$ cat src/rtl/can_accept_filter.sv
module can_accept_filter #(
  parameter int ADDR_W = 5
) (
  input  logic              clk,
  input  logic              rst_n,
  input  logic              cfg_we,
  input  logic [ADDR_W-1:0] cfg_addr,
  input  logic [7:0]        cfg_wdata,
  input  logic              id_valid,
  input  logic [31:0]       id_in,
  output logic              hit_valid,
  output logic              hit_accept,
  output logic [2:0]        hit_index,
  output logic              irq
);

  localparam logic [1:0] L_W32 = 2'd0;
  localparam logic [1:0] L_W16 = 2'd1;
  localparam int         CTRL_ADDR = 16;

  logic [63:0] code_q, mask_q;
  logic        cfg_q;
  logic [1:0]  mode_q;
  logic [1:0]  hit32;
  logic [3:0]  hit16;
  logic [7:0]  hit8;
  logic [7:0]  hits;
  logic [2:0]  first;

  always_ff @(posedge clk or negedge rst_n) begin
    if (!rst_n) begin
      code_q <= '0;
      mask_q <= '1;
      cfg_q  <= 1'b0;
      mode_q <= L_W32;
    end else if (cfg_we) begin
      if (cfg_addr < ADDR_W'(8))
        code_q[63 - 8*cfg_addr[2:0] -: 8] <= cfg_wdata;
      else if (cfg_addr < ADDR_W'(16))
        mask_q[63 - 8*cfg_addr[2:0] -: 8] <= cfg_wdata;
      else if (cfg_addr == ADDR_W'(CTRL_ADDR)) begin
        cfg_q <= cfg_wdata[0];
        if (cfg_q) mode_q <= cfg_wdata[2:1];
      end
    end
  end

  for (genvar g = 0; g < 2; g++) begin : g_w32
    assign hit32[g] = ~|((id_in ^ code_q[63-32*g -: 32]) & ~mask_q[63-32*g -: 32]);
  end
  for (genvar g = 0; g < 4; g++) begin : g_w16
    assign hit16[g] = ~|((id_in[31:16] ^ code_q[63-16*g -: 16]) & ~mask_q[63-16*g -: 16]);
  end
  for (genvar g = 0; g < 8; g++) begin : g_w8
    assign hit8[g] = ~|((id_in[31:24] ^ code_q[63-8*g -: 8]) & ~mask_q[63-8*g -: 8]);
  end

  assign hits = (mode_q == L_W32) ? {6'b0, hit32} :
                (mode_q == L_W16) ? {4'b0, hit16} : hit8;

  always_comb begin
    first = '0;
    for (int i = 7; i >= 0; i--)
      if (hits[i]) first = 3'(i);
  end

  always_ff @(posedge clk or negedge rst_n) begin
    if (!rst_n) begin
      hit_valid  <= 1'b0;
      hit_accept <= 1'b0;
      hit_index  <= '0;
      irq        <= 1'b0;
    end else begin
      hit_valid  <= id_valid;
      hit_accept <= id_valid && !cfg_q && |hits;
      hit_index  <= (id_valid && !cfg_q) ? first : 3'd0;
      irq        <= id_valid && !cfg_q && |hits;
    end
  end


  a_r2_result_follows: assert property (@(posedge clk) disable iff (!rst_n)
    id_valid |=> hit_valid);
  a_r2_no_spurious: assert property (@(posedge clk) disable iff (!rst_n)
    !id_valid |=> !hit_valid);

  a_r9_reject_in_cfg: assert property (@(posedge clk) disable iff (!rst_n)
    (id_valid && cfg_q) |=> !hit_accept);

  a_r10_layout_locked: assert property (@(posedge clk) disable iff (!rst_n)
    !cfg_q |=> $stable(mode_q));

  a_r8_miss_index_zero: assert property (@(posedge clk) disable iff (!rst_n)
    (hit_valid && !hit_accept) |-> (hit_index == 3'd0 && !irq));

  a_r11_irq_with_accept: assert property (@(posedge clk) disable iff (!rst_n)
    irq |-> (hit_valid && hit_accept));

  a_r4_index_range32: assert property (@(posedge clk) disable iff (!rst_n)
    (hit_accept && $past(mode_q) == L_W32) |-> hit_index < 3'd2);

endmodule

$ cat config.mk
export PLATFORM = sky130hd
export DESIGN_NAME = can_accept_filter
export DESIGN_NICKNAME = d
export VERILOG_FILES = /design/src/rtl/can_accept_filter.sv
export SDC_FILE = /design/constraint.sdc
export NUM_CORES = 1
export LEC_CHECK = 0
export CORE_MARGIN = 5
export CORE_UTILIZATION = 50
export DETAILED_ROUTE_END_ITERATION = 10
export PLACE_DENSITY = 0.82
export SETUP_SLACK_MARGIN = 0.1
export SLEW_MARGIN = 15
export SYNTH_ARGS = -nofsm -noshare
export SYNTH_HDL_FRONTEND = slang
export SYNTH_SLANG_ARGS = --single-unit
export TNS_END_PERCENT = 1
$ cat constraint.sdc
create_clock -name clk -period 6.2 [get_ports clk]
set_input_delay 1.24 -clock clk [delete_from_list [all_inputs] [get_ports clk]]
set_output_delay 1.24 -clock clk [all_outputs]
set_load 0.05 [all_outputs]
Yosys cells after proc, flatten, opt, wreduce, memory -nomap -nowiden
Cells that the tools add are included.

storage, ports and cells
  bits in registers = 136
  latch bits = 0
  bits in writable memories = 0
  bits in read-only memories = 0
  logic and storage cells = 109
  memories = 0

operators by class
  add/sub/neg operators = 2
  multiply operators = 0
  divide/modulo/power cells = 0
  $lt $le $gt $ge = 2
  equality and inequality tests = 2
  shifts and indexed selects = 2
  muxes and demuxes = 13
  bitwise logic cells = 44
  reductions and logical operators = 37

operators by type and width
  cell                     count
  $bwmux 64                2
  $reduce_or 8->1          9
  $shift 8x34->71 const A  1
  $shiftx 8x34->71         1
  $and 16x16->16           4
  $and 32x32->32           2
  $and 8x8->8              8
  $not 16->16              4
  $not 32->32              2
  $not 8->8                8
  $reduce_or 16->1         4
  $reduce_or 32->1         2
  $xor 16x16->16           4
  $xor 32x32->32           2
  $xor 8x8->8              8
  $neg 32->34              1
  $mux 3                   9
  $mux 8                   2
  $logic_not 1->1          15
  $sub 6x6->7 const A      1
  $eq 5x5->1 const B       1
  $lt 5x4->1 const B       1
  $lt 5x5->1 const B       1
  $reduce_and 5->1         1
  7 further kinds          9

Depth between registers and ports, before layout
Gate-level depths: netlist (run 1).

  word-level depth = 15
  mapped depth = 8
  depth with buffers taken out = 7

Worst setup path after synthesis (run 1)
No wires, ideal clock.

  kind = input-to-reg
  from = in id_in[27]
  to = reg irq
  setup time = 0.073 ns
  arrival = 3.029 ns
  slack = 3.098 ns
  cell stages on the path = 8
  path buffers = 1
  path through = buf_6 > xnor2_1 > o22ai_1 > or4_4 > or4_4 > o211ai_2 > nor3_2 > a21oi_2

on the way
  word-level cells in the longest chain between the ends = 8
  elaborated cells between the ends (all ways) = 60

RTL lines
  what                                                 line    text
  from (decl)                                          10      input logic [31:0] id_in,
  $xor 16x16->16 or $xor 8x8->8 (tied branches)        52, 55
  $and 16x16->16 or $and 8x8->8 (tied branches)        52, 55
  $reduce_or 16->1 or $reduce_or 8->1 (tied branches)  52, 55
  $logic_not 1->1 (on tied branches)                   52, 55
  $mux 8                                               59      (mode_q == L_W16) ? {4'b0, hit16} : hit8;
  $mux 8 (*)                                           58      assign hits = (mode_q == L_W32) ? {6'b0, hit32} :
  $reduce_or 8->1 (*)                                  77      irq <= id_valid && !cfg_q && |hits;
  $logic_and 1x1->1 (*)                                77
  to (signal assigned)                                 77
  to (decl)                                            14      output logic irq

Mark *: on every way between the ends. The rest lies on a longest branch, timed or not.
A chain may end at the register's enable or synchronous reset.

Worst setup path in the final report (run 1)
  from = in id_in[30]
  to = reg hit_index[2]

on the way
  word-level cells in the longest chain between the ends = 15
  elaborated cells between the ends (all ways) = 67

RTL lines
  what                  line  text
  $xor 8x8->8           55    assign hit8[g] = ~|((id_in[31:24] ^ code_q[63-8*g -: 8]) & ~mask_q[63-8*g -: 8]);
  $and 8x8->8           55
  $reduce_or 8->1       55
  $logic_not 1->1       55
  $mux 8                59
  $mux 8 (*)            58
  $mux 3 (7 in series)  64    if (hits[i]) first = 3'(i);
  $mux 3 (*)            64
  $mux 3 (*)            76    hit_index <= (id_valid && !cfg_q) ? first : 3'd0;
  to (signal assigned)  76
  to (decl)             13    output logic [2:0] hit_index,

Marks and branches as above.

==> impl_metrics.yaml, run 1 <==
status:
  status: "complete, no violations"
power_and_ir_drop:
  leakagePower_uw: 0.003242
  totalPowerFinal_uw: 2912
  ir_worst_vdd_v: 0.0002015
  pwr-share-seq_pct: 44.9
  pwr-share-clk_pct: 35.3
  power.switching_uw: 833.9
  p_sw_share_pct: 28.64
  internal_power_uw: 2078
  pwr-share-comb_pct: 19.9
  powerDensity_nw_per_um2: 347.2
sta:
  fin_crit_sh_pct: 60.85
  min_period_ns: 3.772
  maxSlewViolCount: 0
  tightest_slew_ns: 0.9457
  rsz0062_at_grt: "no"
  skew_ns: 0.006702
  finalHoldViolCount: 0
  max_freq_mhz: 265.1
  timing.setup.tns_ns: 0
  maxSlewHeadroom_pct: 36.37
  setup_violations: 0
critical_path:
  end_kind: "register"
  worstSetupStartpointType: "primary input"
  slowest_delay_ns: 0.99
  crit_required_ns: 6.51
  worstPathMaxFanout: 8
  crit_type: "primary input to register"
  crit_arrival_ns: 4.08
  path_cells: "clkdlybuf4s50_1 > xnor2_1 > o22ai_1 > nor4_1 > nand4_1 > nor3_1 > o31a_1 > nor4b_1"
  crit_slowest_cell: "clkdlybuf4s50_1"
place:
  hpwl_um: 13440
  dpl_cell_area_sq_um: 7789
  port_buffers: 54
  gp_congestion: 0.9946
floorplan:
  initial_core_util_pct: 51.19
  dieArea_sq_um: 16810
  rows: 43
  core-area_sq_um: 13990
  die_h_um: 129.7
  io_pins: 55
  fp.dieW_um: 129.7
flow_run:
  max_cap_viol_count: 0
synthesis:
  syn_area_sq_um: 7161
  synth_nets: 621
  yosys_warnings: 0
  synth.distinct_cells: 44
  syn_area_per_cell_sq_um: 12.52
  synth_top_flop_cell: "dfrtp_1"
  ys_ff_latch: 136
  syn_inst: 572
  synth_edf_count: 0
  synth_async_sr_flop_share_pct: 100.0
  ys_seq_area_share_pct: 48.65
routing:
  drc: 0
  viasPerCell: 6.020
  wl_per_cell_um: 23.74
  via_count: 4882
  drtPass1Iterations: 5
  drtIter0Drc: 354
  ant_nets: 0
  wirelength_um: 19250
clock_tree:
  numClockSinks: 136
  tritoncts: "done"
  htree_levels: 4
  cts_inserted_buffers: 17
  holdBufCountCts: 0
  cts_buffer_depth: 2
  ctsResizeCount: 0
  cts_setup_buffers: 0
  clock_latency_ns: 0.43
  clk_pin_slew_ns: 0.06
  clockRootBuffer: "clkbuf_16"
min_path:
  hold_path_class: "register to register"
finish:
  finalInstanceArea_sq_um: 8387
  final_util_pct: 59.96
  nFillCells: 1134
  drive_gt1_share_pct: 18.23
  area_growth_pct: 17.12
  finalNetCount: 667
  antenna_cells: 0
grt:
  grt_use_total_pct: 24.18
  grt_pass1_vias: 5148
  grt_pass1_wl_um: 30260
  grt_max_degree: 75
  antenna_found_initial: 0
  gr-total-overflow: 0
## through the flow
step	hold WS [ns]	worst slack, ns	cells
6_report	0.5101	2.428	811
4_1_cts	0.5166	2.535	811
3_3_place_gp	0.4958	2.210	779
3_5_place_dp	0.5029	2.103	779
5_1_grt	0.5403	2.280	811
2_1_floorplan	0.4775	3.098	572
## worst max-delay path, delay by kind of cell
kind | cells | cell delay [ns]
xor+xnor | 1 | 0.19
compound gates | 2 | 0.32
buf+inv | 1 | 0.99
simple gates | 4 | 1.33
## registers in the layout, indices dropped and copies added (netlist names)
| register | flops |
|---|---|
| mode_q | 2 |
| code_q | 64 |
| irq | 1 |
| cfg_q | 1 |
| mask_q | 64 |
| hit_valid | 1 |
| hit_index | 3 |
## placed cells by master (no fill, tap or decap), types with 2 or more instances in the layout
cell and instances:
o22a_1 2, nor4_1 9, or4_4 2, xnor2_1 127
buf_4 4, nor2b_1 6, o22ai_1 56, clkinv_2 3
o21ai_0 5, dfrtp_1 72, clkbuf_1 3, dfstp_2 64
a22oi_1 2, nor3_1 7, nand2b_1 2, mux2_2 6
nor3_2 2, nor4_2 2, mux2_1 125, o21ai_1 3
nor2_1 11, inv_6 2, inv_1 2, clkdlybuf4s50_1 53
clkinv_4 2, bufinv_16 3, nor3b_2 2, clkbuf_16 17
nand4_1 2, a21oi_1 2, nand2_1 13, o211ai_1 2
## Yosys cell counts, types with 5 or more instances
library cell	instances	share of area, %
o22ai_1	56	4.9
nor2b_1	6	0.52
nor2_1	11	0.58
mux2_1	125	20
nor4_1	9	0.79
nand2_1	13	0.68
dfrtp_1	72	25
dfstp_2	64	23
nor3_1	7	0.49
mux2_2	6	0.94
xnor2_1	127	16
clkbuf_1	20	1.0
o21ai_0	5	0.35
## path summary, 6_finish.rpt
path	slack, ns	end	startpoint	cells past startpoint
worst max-delay path	2.43	hit_index[2]	id_in[30]	8
worst min-delay path	0.51	code_q[56]	code_q[56]	1
worst max register to register	3.83	hit_index[2]	code_q[27]	7
worst min register to register	0.51	code_q[56]	code_q[56]	1
max in group asynchronous	3.92	code_q[37]	rst_n	2
min in group asynchronous	0.90	code_q[56]	rst_n	1
## final cells by class
type                    instances  area, sq um  share of cell area, %
clock buffers                  21        450.4                  5.371
clock inverters                11        147.6                  1.760
inverters                       2        7.507                0.08951
multi-input cells             404         3512                  41.88
flip-flops and latches        136         3483                  41.53
well taps                     180        225.2                  2.685
repair buffers                 57        560.5                  6.684
## metal layers
metal / vias to the layer above / part of all wire [%] / global-route usage, %
met4: 0 / 2.7 / 8.435
met1: 2540 / 44 / 32.38
met5: - / 0 / 0
li1: 2154 / - / -
met3: 43 / 5.1 / 5.276
met2: 145 / 49 / 39.04
## power groups by stage
stage	logic, uW	clock network, uW	registers, uW
floorplan	424	0	1250
global placement	555	0	1300
detailed placement	569	0	1310
CTS	579	1040	1300
global route	628	1080	1330
finish	579	1030	1310
## logic make-up after synthesis
kind of cell | Yosys count | share of synthesized area, %
AND/OR/NAND/NOR | 64 | 5.294
buffers and inverters | 32 | 2.306
XOR/XNOR | 128 | 15.76
multiplexers | 131 | 20.60
AO/OA/AOI/OAI | 81 | 7.391
flip-flops | 136 | 48.65
Power figures use the tool's default switching activity.
==> run 2, diff against run 1 <==
==> constraint.sdc (replaced) <==
create_clock -name clk -period 3.69 [get_ports clk]
set_input_delay 0.738 -clock clk [delete_from_list [all_inputs] [get_ports clk]]
set_output_delay 0.738 -clock clk [all_outputs]
set_load 0.05 [all_outputs]
==> run 2 against run 1 <==
Effect of this change:
- core utilization increased by 0.80 points
- cell area increased by 1.3%
- first-iteration DRC count increased by 6.2%
- clock skew increased by 0.0012 ns
- clock power increased by 71%
- sequential cell count unchanged
- power increased by 69%
- register-to-register slack got worse by 2.5 ns
- worst setup slack got worse by 1.5 ns
==> impl_metrics.yaml, run 2 (synthesis results as in run 1) <==
status:
  status: "complete, no violations"
critical_path:
  crit_slowest_cell: "clkdlybuf4s50_1"
  slowest_delay_ns: 0.69
  end_kind: "register"
  path_cells: "clkdlybuf4s50_1 > xnor2_1 > o22ai_1 > or4_4 > or4_4 > o211ai_2 > nor3_2 > a21oi_2"
  crit_required_ns: 4.05
  reg2regPathDepth: 7
  worst-path-stages: 8
  path_delay_family: "simple AND/OR/NAND/NOR gates"
  worstSetupStartpointType: "primary input"
  crit_path_frequent_cell: "or4_4"
  worstPathMaxFanout: 5
  r2r-start: "code_q[11]"
  crit_arrival_ns: 3.14
  crit_type: "primary input to register"
  cp_num_buf_inv: 1
  crit_start: "id_in[26]"
clock_tree:
  clock_latency_ns: 0.43
  htree_levels: 4
  cts_setup_buffers: 0
  clk_pin_slew_ns: 0.06
  numClockSinks: 136
  clockRootBuffer: "clkbuf_16"
  tritoncts: "done"
  cts_inserted_buffers: 17
  ctsResizeCount: 0
  cts_buffer_depth: 2
  holdBufCountCts: 0
finish:
  layout_commonest_cell: "xnor2_1"
  finalNetCount: 679
  largestRegisters: "code_q x64, mask_q x64, hit_index x3"
  area_growth_pct: 18.68
  antenna_cells: 0
  final_cell_mix: "127 x xnor2_1, 125 x mux2_1, 72 x dfrtp_1, 64 x dfstp_2, 56 x o22ai_1"
  drive_gt1_share_pct: 19.91
  nFillCells: 1120
routing:
  drtIter0Drc: 376
  drc: 0
  drtPass1Iterations: 7
  wirelength_um: 19590
  ant_nets: 0
  wl_per_cell_um: 23.80
  viasPerCell: 6.050
  via_count: 4979
floorplan:
  initial_core_util_pct: 51.19
  rows: 43
  dieArea_sq_um: 16810
  core-area_sq_um: 13990
  fp.dieW_um: 129.7
  die_h_um: 129.7
  io_pins: 55
sta:
  finalHoldViolCount: 0
  min_period_ns: 2.785
  fin_crit_sh_pct: 75.48
  max_freq_mhz: 359.0
  maxSlewHeadroom_pct: 38.40
  tightest_slew_ns: 0.9211
  maxSlewViolCount: 0
  rsz0062_at_grt: "no"
  timing.setup.tns_ns: 0
  setup_violations: 0
  skew_ns: 0.007908
grt:
  grt_use_met3_pct: 6.966
  grt_max_degree: 68
  met2_usage_pct: 39.82
  grt_pass1_vias: 5210
  antenna_found_initial: 0
  grt_use_total_pct: 24.66
  grt_pass1_wl_um: 30480
  busiest_layer: "met2"
  gr-total-overflow: 0
  met1_usage_pct: 31.54
power_and_ir_drop:
  p_sw_share_pct: 28.61
  power.switching_uw: 1410
  pwr-share-clk_pct: 35.6
  internal_power_uw: 3519
  leakagePower_uw: 0.003308
  powerDensity_nw_per_um2: 580.0
  pwr-share-seq_pct: 44.1
  totalPowerFinal_uw: 4929
  pwr-share-comb_pct: 20.3
  ir_worst_vdd_v: 0.0003675
place:
  gp_congestion: 0.9588
  hpwl_um: 13360
  port_buffers: 54
min_path:
  hold_path_class: "primary input to async pin"
flow_run:
  max_cap_viol_count: 0
run 2: changes by cell type in the layout (fill, tap and decap cells not counted), sizes merged:
cell,change
buf,+12
clkinv,-1
clkinvlp,+1
run 2: worst register-to-register path, cell delays in order, from the launching register on:
cell and delay, ns:
dfrtp_1 0.41, xnor2_1 0.21, o22ai_1 0.11, or4_4 0.57, or4_4 0.56, o211ai_2 0.22, nor3_2 0.07, a21oi_2 0.14
run 2: layer usage:
metal	up-vias	routed length [um]
li1	2174	-
met1	2540	8347
met2	206	9308
met3	59	1289
met4	0	644
met5	-	0
run 2: final timing paths:
kind | endpoint | slack, ns
hold / removal | code_q[28] | 0.20
min in group clk | code_q[56] | 0.51
setup reg to reg | irq | 1.31
setup / recovery | irq | 0.90
max in group asynchronous | mask_q[5] | 2.60
hold reg to reg | code_q[56] | 0.51
run 2: power by group through the flow:
| stage | Sequential (uW) | Clock, uW | Combinational (uW) |
|---|---|---|---|
| 3_5_place_dp | 2180 | 0 | 978 |
| 2_1_floorplan | 2100 | 0 | 712 |
| 6_report | 2180 | 1760 | 999 |
| 5_1_grt | 2210 | 1830 | 1080 |
| 3_3_place_gp | 2160 | 0 | 942 |
| 4_1_cts | 2170 | 1770 | 995 |
run 2: area by class of cell:
cell class / count / area [sq um] / area share, %
multi-input combinational: 404 / 3512 / 41.33
sequential: 136 / 3483 / 40.99
timing repair buffer: 69 / 663.1 / 7.803
clock buffer: 21 / 460.4 / 5.418
tap: 180 / 225.2 / 2.650
clock inverter: 11 / 146.4 / 1.723
inverter: 2 / 7.507 / 0.08834
run 2: stage by stage:
step / std cells / hold WS (ns) / area, sq um / utilization (%) / setup WS [ns]
2_1_floorplan: 572 / 0.4424 / 7161 / - / 1.090
3_3_place_gp: 791 / 0.4957 / 7891 / 56.41 / 0.5758
3_5_place_dp: 791 / 0.5028 / 7891 / 56.41 / 0.5001
4_1_cts: 823 / 0.1998 / 8498 / 60.75 / 0.9485
5_1_grt: 823 / 0.2095 / 8498 / 60.75 / 0.8185
6_report: 823 / 0.2028 / 8498 / 60.75 / 0.9047
